==> config.mk <==
export PLATFORM = sky130hd
export DESIGN_NAME = irq_route_top
export DESIGN_NICKNAME = d
export VERILOG_FILES = /design/src/rtl/irq_route_pkg.sv /design/src/rtl/irq_cfg_regs.sv /design/src/rtl/irq_src_flags.sv /design/src/rtl/irq_pin_drive.sv /design/src/rtl/irq_route_top.sv
export SDC_FILE = /design/constraint.sdc
export NUM_CORES = 1
export LEC_CHECK = 0
export ABC_AREA = 1
export CORE_MARGIN = 1
export CORE_UTILIZATION = 39
export CTS_BUF_LIST = sky130_fd_sc_hd__clkbuf_2 sky130_fd_sc_hd__clkbuf_4 sky130_fd_sc_hd__clkbuf_8
export CTS_CLUSTER_DIAMETER = 80
export DETAILED_ROUTE_END_ITERATION = 8
export PLACE_DENSITY_LB_ADDON = 0.3
export SLEW_MARGIN = 10
export SYNTH_ARGS = -nofsm -noshare
export SYNTH_HDL_FRONTEND = slang
export SYNTH_SLANG_ARGS = --single-unit
==> constraint.sdc <==
create_clock -name clk -period 1.1 [get_ports clk]
set_input_delay 0.33 -clock clk [delete_from_list [all_inputs] [get_ports clk]]
set_output_delay 0.33 -clock clk [all_outputs]
set_load 0.005 [all_outputs]
==> src/rtl/irq_route_pkg.sv <==
package irq_route_pkg;
   localparam int SRC_W      = 8;
   localparam int ADDR_ENA   = 0;
   localparam int ADDR_MAP   = 1;
   localparam int ADDR_STAT  = 2;
   // bit positions of the sources
   localparam int B_DRDY     = 7;
   localparam int B_TAP1     = 6;
   localparam int B_TAP2     = 5;
   localparam int B_ACT      = 4;
   localparam int B_INACT    = 3;
   localparam int B_FALL     = 2;
   localparam int B_WMARK    = 1;
   localparam int B_OVRN     = 0;
   localparam logic [SRC_W-1:0] LEVEL_MASK_DEF =
      (8'd1 << B_DRDY) | (8'd1 << B_WMARK) | (8'd1 << B_OVRN);
endpackage

==> src/rtl/irq_cfg_regs.sv <==
module irq_cfg_regs #(
   parameter int SRC_W  = 8,
   parameter int ADDR_W = 2
) (
   input  logic              clk,
   input  logic              rst_n,
   input  logic              wr,
   input  logic [ADDR_W-1:0] addr,
   input  logic [SRC_W-1:0]  wdata,
   output logic [SRC_W-1:0]  ena_q,
   output logic [SRC_W-1:0]  map_q
);
   localparam logic [ADDR_W-1:0] A_ENA = ADDR_W'(irq_route_pkg::ADDR_ENA);
   localparam logic [ADDR_W-1:0] A_MAP = ADDR_W'(irq_route_pkg::ADDR_MAP);

   always_ff @(posedge clk or negedge rst_n) begin
      if (!rst_n) begin
         ena_q <= '0;
         map_q <= '0;
      end else if (wr) begin
         if (addr == A_ENA) ena_q <= wdata;
         if (addr == A_MAP) map_q <= wdata;
      end
   end
endmodule

==> src/rtl/irq_src_flags.sv <==
module irq_src_flags #(
   parameter int               SRC_W      = 8,
   parameter logic [SRC_W-1:0] LEVEL_MASK = '0
) (
   input  logic             clk,
   input  logic             rst_n,
   input  logic [SRC_W-1:0] src,
   input  logic             clr_evt,
   output logic [SRC_W-1:0] flags_q
);
   for (genvar b = 0; b < SRC_W; b++) begin : g_bit
      if (LEVEL_MASK[b]) begin : g_level
         // follows the condition level
         always_ff @(posedge clk or negedge rst_n) begin
            if (!rst_n) flags_q[b] <= 1'b0;
            else        flags_q[b] <= src[b];
         end
      end else begin : g_sticky
         // set by a pulse, cleared by status read; a new pulse wins
         always_ff @(posedge clk or negedge rst_n) begin
            if (!rst_n) flags_q[b] <= 1'b0;
            else        flags_q[b] <= (flags_q[b] & ~clr_evt) | src[b];
         end
      end
   end
endmodule

==> src/rtl/irq_pin_drive.sv <==
module irq_pin_drive #(
   parameter int SRC_W  = 8,
   parameter int PINS   = 2
) (
   input  logic             clk,
   input  logic             rst_n,
   input  logic [SRC_W-1:0] flags,
   input  logic [SRC_W-1:0] ena,
   input  logic [SRC_W-1:0] map,
   output logic [PINS-1:0]  pin_q
);
   logic [SRC_W-1:0] live;
   assign live = flags & ena;

   for (genvar p = 0; p < PINS; p++) begin : g_pin
      logic [SRC_W-1:0] sel;
      if (p == 0) begin : g_first
         assign sel = ~map;
      end else begin : g_second
         assign sel = map;
      end
      always_ff @(posedge clk or negedge rst_n) begin
         if (!rst_n) pin_q[p] <= 1'b0;
         else        pin_q[p] <= |(live & sel);
      end
   end
endmodule

==> src/rtl/irq_route_top.sv <==
module irq_route_top #(
   parameter int                SRC_W      = irq_route_pkg::SRC_W,
   parameter int                ADDR_W     = 2,
   parameter logic [SRC_W-1:0]  LEVEL_MASK = irq_route_pkg::LEVEL_MASK_DEF
) (
   input  logic              clk,
   input  logic              rst_n,
   input  logic [SRC_W-1:0]  src_in,
   input  logic              reg_wr,
   input  logic              reg_rd,
   input  logic [ADDR_W-1:0] reg_addr,
   input  logic [SRC_W-1:0]  reg_wdata,
   output logic [SRC_W-1:0]  reg_rdata,
   output logic              irq1_o,
   output logic              irq2_o
);
   localparam int PINS = 2;
   localparam logic [ADDR_W-1:0] A_ENA  = ADDR_W'(irq_route_pkg::ADDR_ENA);
   localparam logic [ADDR_W-1:0] A_MAP  = ADDR_W'(irq_route_pkg::ADDR_MAP);
   localparam logic [ADDR_W-1:0] A_STAT = ADDR_W'(irq_route_pkg::ADDR_STAT);

   if (SRC_W < 1 || SRC_W > 32) begin : g_bad_width
      $error("irq_route_top: SRC_W out of range");
   end
   if (ADDR_W < 2) begin : g_bad_addr
      $error("irq_route_top: ADDR_W must hold three registers");
   end

   logic [SRC_W-1:0] ena_q, map_q, flags_q, rdata_q;
   logic [PINS-1:0]  pin_q;
   logic             status_rd;

   assign status_rd = reg_rd && (reg_addr == A_STAT);

   irq_cfg_regs #(.SRC_W(SRC_W), .ADDR_W(ADDR_W)) u_cfg (
      .clk(clk), .rst_n(rst_n), .wr(reg_wr), .addr(reg_addr),
      .wdata(reg_wdata), .ena_q(ena_q), .map_q(map_q));

   irq_src_flags #(.SRC_W(SRC_W), .LEVEL_MASK(LEVEL_MASK)) u_flags (
      .clk(clk), .rst_n(rst_n), .src(src_in), .clr_evt(status_rd),
      .flags_q(flags_q));

   irq_pin_drive #(.SRC_W(SRC_W), .PINS(PINS)) u_pins (
      .clk(clk), .rst_n(rst_n), .flags(flags_q), .ena(ena_q),
      .map(map_q), .pin_q(pin_q));

   always_ff @(posedge clk or negedge rst_n) begin
      if (!rst_n) rdata_q <= '0;
      else if (reg_rd) begin
         unique case (reg_addr)
            A_ENA:   rdata_q <= ena_q;
            A_MAP:   rdata_q <= map_q;
            A_STAT:  rdata_q <= flags_q;
            default: rdata_q <= '0;
         endcase
      end
   end

   assign reg_rdata = rdata_q;
   assign irq1_o    = pin_q[0];
   assign irq2_o    = pin_q[1];
endmodule

==> metrics.md, run 1 <==
| Metric | Value |
|---|---|
| Max Cap Viol | 0 |
| Fin crit period | 1.11 ns |
| Clock Skew | around 0.0079 ns |
| Final #Nets | between 200 and 300 |
| Number of global-route vias before repair | about 1300 |
| CTS H-tree depth | 2 |
| Root Driver | clkbuf_8 |
| CP endpoint kind | primary output |
| CP Launch Type | register |
| Failing checks | negative setup slack |
| # hold bufs at CTS | 0 |
| Tot Pwr | between 3000 and 4000 µW |
| Core area | 0.00380 mm² |
| Crit path buf inv count | 1 |
| Peak VDD IR | between 0.0009 and 0.001 V |
| Final setup vio count | 5 |
| WL/cell | 12.0 µm |
| Metal-1 WL | about 1600 µm |
| Post-Syn Area per Cell | 8.64 µm² |
| Data required, critical path | between 0.7 and 0.8 ns |
| Post-Route Setup TNS | -0.0253 ns |
| Met2 WL post-DR | roughly 1600 µm |
| Maximum number of pins on one net before global-route repair | 35 |
| Relative max-transition margin | 0.737 |
| Cell Chain, Critical Path | buf_2 |
| First-pass GRT wire length | 6040 µm |
| Yosys warns | 0 |
| TritonCTS clock tree | built |
| Fraction of layout cells with a size suffix above 1 | 0.182 |
| N_diodes | 0 |
| Finished layout cell area | 0.00216 mm² |
| Count leader, synth | nand2_1 |
| Max Freq | between 0.9 and 1 GHz |
| Slew @ Worst Pin | a little under 0.4 ns |
| Initial antenna violation count | 0 |
| Die Y | roughly 66 µm |
| CTS clock-pin slew for the worst setup and hold paths | 0.07 ns |
| Min-delay worst type | input port to asynchronous set/reset pin |
| Post-synth EDFFs | 0 |
| Asr flop ratio synth | 1.00 |
| Fillers | roughly 370 |
| Die ar. | about 0.0044 mm² |
| Main synth FF type | dfrtp_1 |
| CP top delay family | flip-flops |
| Setup Crit Path Kind | register to primary output |
| Clock Sinks | 34 |
| Port Buf Inserts | 31 |
| P_leak | between 0.001 and 0.0015 µW |
| Slew Viols, Final | 0 |
| Synthesized netlist cell count | between 150 and 200 |
| Top Ports | 32 |
| Post-DP HPWL | between 2000 and 2500 µm |
| Starting density of the core | 0.421 |
| Sequential area share after synthesis | 0.532 |
| Final Hold Fails | 0 |
| Num CTS Buffers | 5 |
| GRT Total Usage | 0.186 |
| Top cell type's share of synthesized area | 0.532 |
| Placed Cells incl. Taps | 269 |
| Final WL | around 3400 µm |
| Synthesized flop and latch total | 34 |
| First-pass DRT Iterations | 4 |
| Final worst slack | -0.00972 ns |
| Final ANT Viol Nets | 0 |
| Top Layer Used | met4 |
| DR WL met3 | 175 µm |
| Die X-Extent | about 66 µm |
| Yosys cell types | 16 |
| Largest stage delay, worst path | between 0.3 and 0.4 ns |
| Placed inst area | about 0.0020 mm² |
| Starting DRT DRC Count | 51 |
| RSZ-0062 raised after global routing | true |
| Final core utilization | 0.570 |
| Yosys top cell by area | dfrtp_1 |
| Congestion Overflow GR | 0 |
| Net Count, Synth | 207 |
| GP Congestion | ~0.84 |
| Later-pin clock latency in the skew report | 0.28 ns |
| Clock buffer depth | 2 |
| Post-synth top cells | nand2_1 (58), nand3_1 (35), dfrtp_1 (34) |
| PD cells | between 1000 and 1500 mW/mm² |
| Layout area overhead | 35.5% |
| Final cycle utilization of the critical path | 1.01 |
| Vias/cell | around 4.8 |
| Most area-consuming cells after synthesis | dfrtp_1 (53%), nand2_1 (14%), nand3_1 (11%) |
| Status | finished, violations left |
| Final Non-Filler Cells | about 280 |
| Via count | between 1000 and 1500 |
| Data arrival, critical path | just under 0.8 ns |
| DRC | 0 |
| FP Rows | 22 |
| CP max stage cell | dfrtp_1 |
| Mapped cell area | approximately 0.0016 mm² |
| CP max FO | 2 |
[cell families after synthesis]
logic type / Yosys count / synth area share
AO/OA/AOI/OAI: 21 / 0.0736
flip-flops: 34 / 0.533
AND/OR/NAND/NOR: 106 / 0.316
buffers and inverters: 24 / 0.0783
[final timing paths]
check	start	cells past startpoint	endpoint	slack, ns
max	reg_rdata[0]	1	reg_rdata[0]	-0.01
max in group asynchronous	rst_n	2	reg_rdata[6]	0.51
min in group clk	reg_rd	4	reg_rdata[0]	0.47
min	rst_n	2	u_flags.flags_q[0]	0.41
min reg2reg	reg_rdata[2]	2	reg_rdata[2]	0.48
max reg2reg	u_cfg.map_q[6]	5	u_pins.pin_q[0]	0.22
[cell usage in the layout (no fill, tap or decap), types with 9 or more instances in the layout]
master | netlist | routed
nand3_1 | 35 | 34
buf_2 | 0 | 9
nand2_1 | 58 | 58
buf_4 | 2 | 12
inv_1 | 16 | 16
dfrtp_1 | 34 | 34
o21ai_1 | 16 | 16
clkdlybuf4s50_1 | 0 | 17
[layer usage]
layer	track usage	up-vias
li1	-	704
met1	0.238	614
met2	0.288	37
met3	0.0483	8
met4	0.0984	0
met5	0	-
[sequential cells by signal, indices dropped and copies added (netlist names)]
| signal | flops |
|---|---|
| reg_rdata | 8 |
| u_cfg.ena_q | 8 |
| u_cfg.map_q | 8 |
| u_flags.flags_q | 8 |
| u_pins.pin_q | 2 |
[cell type report]
type / count / area (µm²) / share of cell area
repair buffers: 47 / 434 / 0.201
flip-flops and latches: 34 / 851 / 0.393
inverters: 19 / 77.6 / 0.0358
multi-input cells: 129 / 658 / 0.304
well taps: 48 / 60.1 / 0.0277
clock buffers: 7 / 83.8 / 0.0387
[stage by stage]
stage	hold WS [ns]	setup slack, ns
after CTS	0.416	-0.0988
after global placement	0.461	-0.455
after floorplan	0.0344	0.0151
after global routing	0.436	-0.0472
final	0.410	-0.00972
after detailed placement	0.469	-0.485
[where the power goes]
group          switching, µW  internal [µW]  leakage, µW
sequential               144           1420     0.000406
combinational            303            345     0.000691
clock                    401            484    0.0000452
[what timing repair did]
action                                  in CTS  in global routing
setup buffers                                1                  4
resized for setup                           38                  4
gates cloned                                 3                  0
endpoints found under the setup margin      39                 17
pin swaps                                    1                  0
No activity file was read; power rests on OpenSTA's default activity.
==> run 2, diff against run 1 <==
Settings changed: CAP_MARGIN from default to 20.
==> results of run 2 <==
The final DEF is identical to that of run 1; final timing and power are the same.
